===== config.mk =====
export PLATFORM = sky130hd
export DESIGN_NAME = can_fault_conf
export DESIGN_NICKNAME = d
export VERILOG_FILES = /design/src/rtl/can_fc_pkg.sv /design/src/rtl/fc_rec_cnt.sv /design/src/rtl/fc_tec_cnt.sv /design/src/rtl/fc_boff_ctl.sv /design/src/rtl/fc_lec_reg.sv /design/src/rtl/can_fault_conf.sv
export SDC_FILE = /design/constraint.sdc
export NUM_CORES = 1
export LEC_CHECK = 0
export BUFFER_PORTS_ARGS = -buffer_cell sky130_fd_sc_hd__buf_2
export CAP_MARGIN = 40
export CORE_MARGIN = 2
export CORE_UTILIZATION = 50
export CTS_CLUSTER_DIAMETER = 200
export DETAILED_ROUTE_END_ITERATION = 16
export PLACE_DENSITY = 0.71
export SLEW_MARGIN = 20
export SYNTH_ARGS = -nofsm -noshare
export SYNTH_HDL_FRONTEND = slang
export SYNTH_SLANG_ARGS = --single-unit

===== constraint.sdc =====
create_clock -name clk_i -period 1.1 [get_ports clk_i]
set_input_delay 0.11 -clock clk_i [delete_from_list [all_inputs] [get_ports clk_i]]
set_output_delay 0.11 -clock clk_i [all_outputs]
set_load 0.01 [all_outputs]

===== src/rtl/can_fc_pkg.sv =====
package can_fc_pkg;
  localparam int CNT_W    = 8;
  localparam int TEC_W    = CNT_W + 1;
  localparam int SEV_STEP = 8;
  localparam int WARN_LVL = 96;
  localparam int PASS_LVL = 127;
  localparam int REC_HI   = 128;
  localparam int REC_RES  = 120;
  localparam int RECOV_N  = 128;

  typedef enum logic [2:0] {
    LEC_NONE  = 3'd0,
    LEC_STUFF = 3'd1,
    LEC_FORM  = 3'd2,
    LEC_ACK   = 3'd3,
    LEC_BREC  = 3'd4,
    LEC_BDOM  = 3'd5,
    LEC_CRC   = 3'd6,
    LEC_SW    = 3'd7
  } lec_e;
endpackage


===== src/rtl/fc_rec_cnt.sv =====
module fc_rec_cnt #(
  parameter int W       = 8,
  parameter int STEP    = 8,
  parameter int HI      = 128,
  parameter int RESUME  = 120
) (
  input  logic         clk_i,
  input  logic         rst_n_i,
  input  logic         err_i,
  input  logic         sev_i,
  input  logic         ok_i,
  input  logic         freeze_i,
  input  logic         clr_i,
  output logic [W-1:0] rec_o
);
  localparam logic [W:0]   MAXV   = (W+1)'((1 << W) - 1);
  localparam logic [W-1:0] HI_V   = W'(HI);
  localparam logic [W-1:0] RES_V  = W'(RESUME);

  logic [W-1:0] rec_q, rec_d;
  logic [W:0]   sum;
  logic         en;

  always_comb begin
    sum = {1'b0, rec_q} + (sev_i ? (W+1)'(STEP) : (W+1)'(1));
    en  = clr_i | (~freeze_i & (err_i | ok_i));
    if (clr_i)                 rec_d = '0;
    else if (err_i)            rec_d = (sum > MAXV) ? MAXV[W-1:0] : sum[W-1:0];
    else if (rec_q > HI_V)     rec_d = RES_V;
    else if (rec_q != '0)      rec_d = rec_q - W'(1);
    else                       rec_d = rec_q;
  end

  always_ff @(posedge clk_i or negedge rst_n_i) begin
    if (!rst_n_i)  rec_q <= '0;
    else if (en)   rec_q <= rec_d;
  end

  assign rec_o = rec_q;

  a_r1_saturate: assert property (@(posedge clk_i) disable iff (!rst_n_i)
    (err_i && !freeze_i && !clr_i && rec_q == MAXV[W-1:0]) |=> rec_q == MAXV[W-1:0]);
  a_r2_resume: assert property (@(posedge clk_i) disable iff (!rst_n_i)
    (ok_i && !err_i && !freeze_i && !clr_i && rec_q > HI_V) |=> rec_q == RES_V);
  a_r4_err_wins: assert property (@(posedge clk_i) disable iff (!rst_n_i)
    (err_i && ok_i && !freeze_i && !clr_i && rec_q < 8'd200) |=> rec_q > $past(rec_q));
endmodule


===== src/rtl/fc_tec_cnt.sv =====
module fc_tec_cnt #(
  parameter int CW   = 8,
  parameter int STEP = 8
) (
  input  logic        clk_i,
  input  logic        rst_n_i,
  input  logic        err_i,
  input  logic        sev_i,
  input  logic        ok_i,
  input  logic        freeze_i,
  input  logic        clr_i,
  output logic [CW:0] tec_o,
  output logic        ovf_o
);
  localparam logic [CW:0] LIMIT = (CW+1)'((1 << CW) - 1);

  logic [CW:0] tec_q, tec_d, sum;
  logic        en;

  always_comb begin
    sum   = tec_q + (sev_i ? (CW+1)'(STEP) : (CW+1)'(1));
    en    = clr_i | (~freeze_i & (err_i | ok_i));
    ovf_o = ~clr_i & ~freeze_i & err_i & (sum > LIMIT);
    if (clr_i)               tec_d = '0;
    else if (err_i)          tec_d = sum;
    else if (tec_q != '0)    tec_d = tec_q - (CW+1)'(1);
    else                     tec_d = tec_q;
  end

  always_ff @(posedge clk_i or negedge rst_n_i) begin
    if (!rst_n_i) tec_q <= '0;
    else if (en)  tec_q <= tec_d;
  end

  assign tec_o = tec_q;

  a_r3_floor: assert property (@(posedge clk_i) disable iff (!rst_n_i)
    (ok_i && !err_i && !freeze_i && !clr_i && tec_q == '0) |=> tec_q == '0);
  a_r3_step: assert property (@(posedge clk_i) disable iff (!rst_n_i)
    (err_i && !sev_i && !freeze_i && !clr_i) |=> tec_q == $past(tec_q) + (CW+1)'(1));
endmodule


===== src/rtl/fc_boff_ctl.sv =====
module fc_boff_ctl #(
  parameter int RECOV = 128
) (
  input  logic clk_i,
  input  logic rst_n_i,
  input  logic ovf_i,
  input  logic recess_i,
  output logic busoff_o,
  output logic clr_o
);
  localparam int RC_W = $clog2(RECOV);
  localparam logic [RC_W-1:0] LAST = RC_W'(RECOV - 1);

  logic            boff_q, boff_d;
  logic [RC_W-1:0] rc_q, rc_d;

  always_comb begin
    clr_o  = boff_q & recess_i & (rc_q == LAST);
    boff_d = boff_q;
    if (ovf_i)      boff_d = 1'b1;
    else if (clr_o) boff_d = 1'b0;
    rc_d = rc_q;
    if (!boff_q || clr_o) rc_d = '0;
    else if (recess_i)    rc_d = rc_q + RC_W'(1);
  end

  always_ff @(posedge clk_i or negedge rst_n_i) begin
    if (!rst_n_i) begin
      boff_q <= 1'b0;
      rc_q   <= '0;
    end else begin
      boff_q <= boff_d;
      rc_q   <= rc_d;
    end
  end

  assign busoff_o = boff_q;

  a_r7_set: assert property (@(posedge clk_i) disable iff (!rst_n_i)
    ovf_i |=> boff_q);
  a_r7_sticky: assert property (@(posedge clk_i) disable iff (!rst_n_i)
    (boff_q && !recess_i) |=> boff_q);
  a_r8_idle: assert property (@(posedge clk_i) disable iff (!rst_n_i)
    !boff_q |=> rc_q == '0);
endmodule


===== src/rtl/fc_lec_reg.sv =====
module fc_lec_reg
  import can_fc_pkg::*;
(
  input  logic       clk_i,
  input  logic       rst_n_i,
  input  logic       err_i,
  input  logic       ok_i,
  input  logic [2:0] code_i,
  input  logic       wr_i,
  input  logic [2:0] wdata_i,
  output logic [2:0] lec_o
);
  lec_e lec_q, lec_d;
  logic en;

  always_comb begin
    en    = err_i | ok_i | (wr_i & (wdata_i == LEC_SW));
    lec_d = lec_q;
    if (err_i)     lec_d = lec_e'(code_i);
    else if (ok_i) lec_d = LEC_NONE;
    else           lec_d = LEC_SW;
  end

  always_ff @(posedge clk_i or negedge rst_n_i) begin
    if (!rst_n_i) lec_q <= LEC_NONE;
    else if (en)  lec_q <= lec_d;
  end

  assign lec_o = lec_q;

  a_r9_load: assert property (@(posedge clk_i) disable iff (!rst_n_i)
    err_i |=> lec_o == $past(code_i));
  a_r10_clear: assert property (@(posedge clk_i) disable iff (!rst_n_i)
    (ok_i && !err_i) |=> lec_o == 3'd0);
  a_r11_ignore: assert property (@(posedge clk_i) disable iff (!rst_n_i)
    (wr_i && wdata_i != 3'd7 && !err_i && !ok_i) |=> $stable(lec_o));
endmodule


===== src/rtl/can_fault_conf.sv =====
module can_fault_conf
  import can_fc_pkg::*;
(
  input  logic       clk_i,
  input  logic       rst_n_i,
  input  logic       rx_err_i,
  input  logic       rx_sev_i,
  input  logic       tx_err_i,
  input  logic       tx_sev_i,
  input  logic       rx_ok_i,
  input  logic       tx_ok_i,
  input  logic       recess_i,
  input  logic [2:0] err_code_i,
  input  logic       lec_wr_i,
  input  logic [2:0] lec_wdata_i,
  output logic [7:0] rec_o,
  output logic [7:0] tec_o,
  output logic       warn_o,
  output logic       passive_o,
  output logic       busoff_o,
  output logic [2:0] lec_o
);
  logic [1:0]       rsync_q;
  logic             rst_n;
  logic [CNT_W-1:0] rec;
  logic [TEC_W-1:0] tec;
  logic             ovf, clr, boff;

  always_ff @(posedge clk_i or negedge rst_n_i) begin
    if (!rst_n_i) rsync_q <= 2'b00;
    else          rsync_q <= {rsync_q[0], 1'b1};
  end
  assign rst_n = rsync_q[1];

  fc_rec_cnt #(.W(CNT_W), .STEP(SEV_STEP), .HI(REC_HI), .RESUME(REC_RES)) u_rec (
    .clk_i(clk_i), .rst_n_i(rst_n), .err_i(rx_err_i), .sev_i(rx_sev_i),
    .ok_i(rx_ok_i), .freeze_i(boff), .clr_i(clr), .rec_o(rec));

  fc_tec_cnt #(.CW(CNT_W), .STEP(SEV_STEP)) u_tec (
    .clk_i(clk_i), .rst_n_i(rst_n), .err_i(tx_err_i), .sev_i(tx_sev_i),
    .ok_i(tx_ok_i), .freeze_i(boff), .clr_i(clr), .tec_o(tec), .ovf_o(ovf));

  fc_boff_ctl #(.RECOV(RECOV_N)) u_boff (
    .clk_i(clk_i), .rst_n_i(rst_n), .ovf_i(ovf), .recess_i(recess_i),
    .busoff_o(boff), .clr_o(clr));

  fc_lec_reg u_lec (
    .clk_i(clk_i), .rst_n_i(rst_n), .err_i(rx_err_i | tx_err_i),
    .ok_i(rx_ok_i | tx_ok_i), .code_i(err_code_i), .wr_i(lec_wr_i),
    .wdata_i(lec_wdata_i), .lec_o(lec_o));

  assign rec_o     = rec;
  assign tec_o     = tec[CNT_W-1:0];
  assign warn_o    = (rec >= CNT_W'(WARN_LVL)) | (tec >= TEC_W'(WARN_LVL));
  assign passive_o = (rec >  CNT_W'(PASS_LVL)) | (tec >  TEC_W'(PASS_LVL));
  assign busoff_o  = boff;

  always_comb begin
    if (rst_n) a_r6_passive_warn: assert (!passive_o || warn_o);
  end

  a_r7_frozen: assert property (@(posedge clk_i) disable iff (!rst_n)
    (boff && !clr) |=> ($stable(rec_o) && $stable(tec_o)));
  a_r8_recover: assert property (@(posedge clk_i) disable iff (!rst_n)
    clr |=> (!busoff_o && rec_o == 8'd0 && tec_o == 8'd0));
endmodule


==> results.json, run 1 <==
{
  "status": "aborted with a tool error",
  "haltStage": "global routing",
  "error_line": "[ERROR GRT-0232] Routing congestion too high. Check the congestion heatmap in the GUI.",
  "pre_cts_ws_ps": -851,
  "ys_ff_latch": 30,
  "synth_area_leaders": "dfrtp_1 (31%), ha_1 (6.7%), o21ai_0 (4.1%)",
  "die_w_microns": 73.5,
  "place_congestion": 1.01,
  "cts.sinks": 30,
  "async_reset_ff_frac": 1.00,
  "postSynthAreaPerCell_sq_um": 8.54,
  "ys.flop_type": "dfrtp_1",
  "grt_use_total": 0.763,
  "ctsRootBufferMaster": "clkbuf_8",
  "yosysWarnings": 0,
  "synth_top_cell_area_share": 0.311,
  "endpoint_type": "sequential cell input",
  "io_buffers": 37,
  "rows": 25,
  "netlist_area_sq_um": 2420,
  "htreeDepth": 2,
  "synth_nets": 312,
  "die_y_microns": 73.5,
  "grt_max_degree": 19,
  "post-synth-top-area-cell": "dfrtp_1",
  "dp_cells": 449,
  "synth-edff-count": 0,
  "numCtsBuffers": 5,
  "synth-seq-area-share": 0.311,
  "ios": 38,
  "grt-worst-endpoint": "u_tec.tec_o[8]$_DFFE_PN0P_/D",
  "clockBufferDepth": 2,
  "postSynthCellCount": 283,
  "overflow": 85,
  "netlist-cell-type-count": 57,
  "start_util": 0.515,
  "hpwl_microns": 5930
}
## Yosys cell counts, types with 3 or more instances
cell type / number
a21oi_1: 7
a22o_1: 3
a22oi_1: 3
a31o_2: 3
a31oi_1: 6
a41oi_1: 3
and3_1: 4
and4_1: 3
buf_2: 4
buf_4: 8
buf_6: 3
clkbuf_1: 10
dfrtp_1: 30
ha_1: 13
inv_1: 16
mux2_2: 3
mux2i_1: 3
nand2_1: 19
nand2b_1: 5
nand3_1: 14
nand4_1: 8
nor2_1: 20
nor3_1: 13
nor4_1: 3
nor4b_1: 3
o211ai_1: 5
o21ai_0: 20
o21bai_1: 3
o31a_1: 3
o31ai_1: 6
xnor2_1: 3
xor2_1: 7
## layer usage
layer  GRT usage  overflow
met1       0.737         0
met2       0.975        37
met3       0.503         0
met4       0.929        48
met5           0         0
## logic make-up after synthesis
| logic type | synth area share |
|---|---|
| XOR/XNOR | 0.0362 |
| other | 0.00155 |
| adder cells (fa/ha/maj) | 0.0673 |
| multiplexers | 0.0264 |
| AND/OR/NAND/NOR | 0.230 |
| flip-flops | 0.311 |
| AO/OA/AOI/OAI | 0.241 |
| buffers and inverters | 0.0875 |
## repair_timing
item                                    in CTS
cloned                                       1
hold endpoints to repair                     2
resized for setup                           98
endpoints found under the setup margin      42
pin swaps                                   35
setup buffers                               25
hold buffers                                 1
## through the flow
step	hold slack (ps)	TNS (ps)	instance area [sq um]
after CTS	56.9	-13530	4270
after detailed placement	-104	-14100	3470
after global placement	-106	-13290	3470
after floorplan	-186	-9210	2620
==> run 2, diff against run 1 <==
--- a/config.mk
+++ b/config.mk
@@ -8,10 +8,9 @@
 export BUFFER_PORTS_ARGS = -buffer_cell sky130_fd_sc_hd__buf_2
 export CAP_MARGIN = 40
 export CORE_MARGIN = 2
-export CORE_UTILIZATION = 50
-export CTS_CLUSTER_DIAMETER = 200
+export CORE_UTILIZATION = 35
 export DETAILED_ROUTE_END_ITERATION = 16
-export PLACE_DENSITY = 0.71
+export PLACE_DENSITY_LB_ADDON = 0.15
 export SLEW_MARGIN = 20
 export SYNTH_ARGS = -nofsm -noshare
 export SYNTH_HDL_FRONTEND = slang
==> run 2 against run 1 <==
The flow now finishes, with violations (negative setup slack); synthesized cell count unchanged; area after synthesis unchanged.
==> results.json, run 2 <==
{
  "p_comb_frac": 0.734,
  "p_sw_frac": 0.416,
  "synth_area_leaders": "dfrtp_1 (31%), ha_1 (6.7%), o21ai_0 (4.1%)",
  "overflow": 0,
  "fin_cells": 509,
  "maxCapViolations": 0,
  "synth-seq-area-share": 0.311,
  "viasPerCell": 5.47,
  "crit_fanout": 4,
  "path_class": "reg -> reg",
  "crit_required_ps": 1270,
  "post-synth-top-area-cell": "dfrtp_1",
  "grt_pass1_wl_microns": 13700,
  "grt_antenna_before_repair": 0,
  "ant_nets": 0,
  "grt_max_degree": 29,
  "numCtsBuffers": 5,
  "cp-start-kind": "flip-flop",
  "cts_tree": "done",
  "synth_nets": 312,
  "nNetsFinal": 457,
  "p_per_area_nw_per_um2": 2550,
  "wl_per_cell_microns": 16.5,
  "status": "complete, but fails checks",
  "first_iter_violations": 139,
  "drtPass1Iterations": 4,
  "leakagePower_uw": 0.00195,
  "grt_pass1_vias": 2814,
  "insertion_delay_ps": 290,
  "drcViolationCount": 0,
  "dpl_cell_area_sq_um": 3540,
  "place_congestion": 0.870,
  "layout_common_cells": "buf_4 (84), buf_6 (50), buf_2 (22)",
  "synth_common_cells": "dfrtp_1 (30), nor2_1 (20), o21ai_0 (20), nand2_1 (19), inv_1 (16)",
  "async_reset_ff_frac": 1.00,
  "p_clk_frac": 0.085,
  "via_count": 2782,
  "ctsRootBufferMaster": "clkbuf_8",
  "largest_register_ffs": 9,
  "hpwl_microns": 5880,
  "ys_ff_latch": 30,
  "io_buffers": 37,
  "fin_crit_sh": 1.69,
  "rows": 30,
  "yosysWarnings": 0,
  "max_freq_mhz": 539,
  "postSynthAreaPerCell_sq_um": 8.54,
  "vdd_drop_max_uv": 1300,
  "finalSetupViolCount": 37,
  "switchingPower_uw": 4680,
  "antenna_cells": 0,
  "drive_above_1_share": 0.597,
  "final_area_sq_um": 4410,
  "fin_crit_ps": 1850,
  "setup_tns_ps": -13960,
  "fill_cells": 543,
  "coreArea_sq_um": 6760,
  "grt_use_total": 0.228,
  "holdCritPathClass": "in -> reg",
  "p_int_uw": 6560,
  "htreeDepth": 2,
  "netlist_area_sq_um": 2420,
  "yosysMostFrequentCell": "dfrtp_1",
  "fp.dieArea_sq_um": 7590,
  "fin_skew_ps": 5.93,
  "synth_top_cell_area_share": 0.311,
  "synthToLayoutAreaGrowth_pct": 82.6,
  "netlist-cell-type-count": 57,
  "postSynthCellCount": 283,
  "hold-worst-slack_ps": 51.9,
  "critPathCaptureType": "flip-flop",
  "ios": 38,
  "crit_arrival_ps": 2020,
  "violations": "negative setup slack",
  "start_util": 0.358,
  "ys.flop_type": "dfrtp_1",
  "layout_setup_ws_ps": -754,
  "drt-total-wl_microns": 8410,
  "p_seq_frac": 0.181,
  "die_w_microns": 87.1,
  "dp_cells": 476,
  "hold_viol_final": 0,
  "final_max_slew_viol_count": 0,
  "clockBufferDepth": 2,
  "cts.sinks": 30,
  "synth-edff-count": 0,
  "final_common_cell": "buf_4",
  "rsz0062_at_grt": "yes",
  "die_y_microns": 87.1,
  "path_clk_slew_ps": 70
}
==> run 2: cell counts after synthesis <==
Identical to the previous run, type by type.
==> run 2: what timing repair did <==
action | in CTS | in global routing
gates resized for setup | 86 | 42
setup endpoints to repair | 41 | 43
endpoints found under the hold margin | 2 | 0
hold buffers | 1 | 0
setup buffers | 22 | 6
cloned | 0 | 0
pin swaps | 39 | 24
==> run 2: cell type report <==
class / instances / area (sq um) / area share
sequential: 30 / 766 / 0.173
clock inverter: 1 / 5.00 / 0.00113
tap: 80 / 100 / 0.0227
clock buffer: 7 / 86.3 / 0.0196
timing repair buffer: 163 / 1430 / 0.324
multi-input combinational: 212 / 1970 / 0.446
inverter: 16 / 60.1 / 0.0136
==> run 2: final timing paths <==
kind | endpoint | startpoint | depth (start not counted) | slack [ps]
worst max-delay path | u_tec.tec_o[8] | u_tec.tec_o[0] | 7 | -750
worst min register to register | u_rec.rec_o[2] | rsync_q[1] | 1 | 220
worst min-delay path | u_lec.lec_o[2] | err_code_i[2] | 3 | 50
max in group asynchronous | u_rec.rec_o[5] | rsync_q[1] | 1 | 700
min in group asynchronous | rsync_q[0] | rst_n_i | 2 | 150
worst max register to register | u_tec.tec_o[8] | u_tec.tec_o[0] | 7 | -750
==> run 2: cells by family (layout without fill, tap and decap cells) <==
| family | Yosys count | in the layout | share of synthesized area |
|---|---|---|---|
| AND/OR/NAND/NOR | 101 | 101 | 0.230 |
| XOR/XNOR | 10 | 10 | 0.0362 |
| buffers and inverters | 41 | 187 | 0.0875 |
| multiplexers | 6 | 6 | 0.0264 |
| AO/OA/AOI/OAI | 81 | 81 | 0.241 |
| adder cells (fa/ha/maj) | 13 | 13 | 0.0673 |
| other | 1 | 1 | 0.00155 |
| flip-flops | 30 | 30 | 0.311 |
==> run 2: critical path: stages, from the launching register on <==
cell,delay (ps)
dfrtp_2,420
buf_6,130
ha_4,160
ha_4,150
a31o_4,220
and4_1,160
o221a_2,230
a221o_1,270
==> run 2: per-layer routing <==
| metal | vias up | global-route usage | routed length (microns) |
|---|---|---|---|
| met3 | 6 | 0.0360 | 394 |
| met2 | 56 | 0.377 | 4090 |
| met5 | - | 0 | 0 |
| li1 | 1349 | - | - |
| met4 | 0 | 0.0406 | 49 |
| met1 | 1371 | 0.318 | 3880 |
==> run 2: power by group through the flow <==
stage	combinational [uW]	sequential [uW]	clock, uW
CTS	7550	2010	981
finish	8250	2040	957
global placement	6010	2000	0
floorplan	3210	2100	0
global route	8870	2090	1020
detailed placement	6070	2000	0
==> run 2: metrics by stage <==
step / total power [uW] / worst slack [ps] / utilization
5_1_grt: 12000 / -793 / 0.653
3_3_place_gp: 8010 / -832 / 0.525
6_report: 11200 / -754 / 0.653
4_1_cts: 10500 / -710 / 0.621
2_1_floorplan: 5320 / -649 / -
3_5_place_dp: 8070 / -849 / 0.525
(Power assumes the default switching activity.)
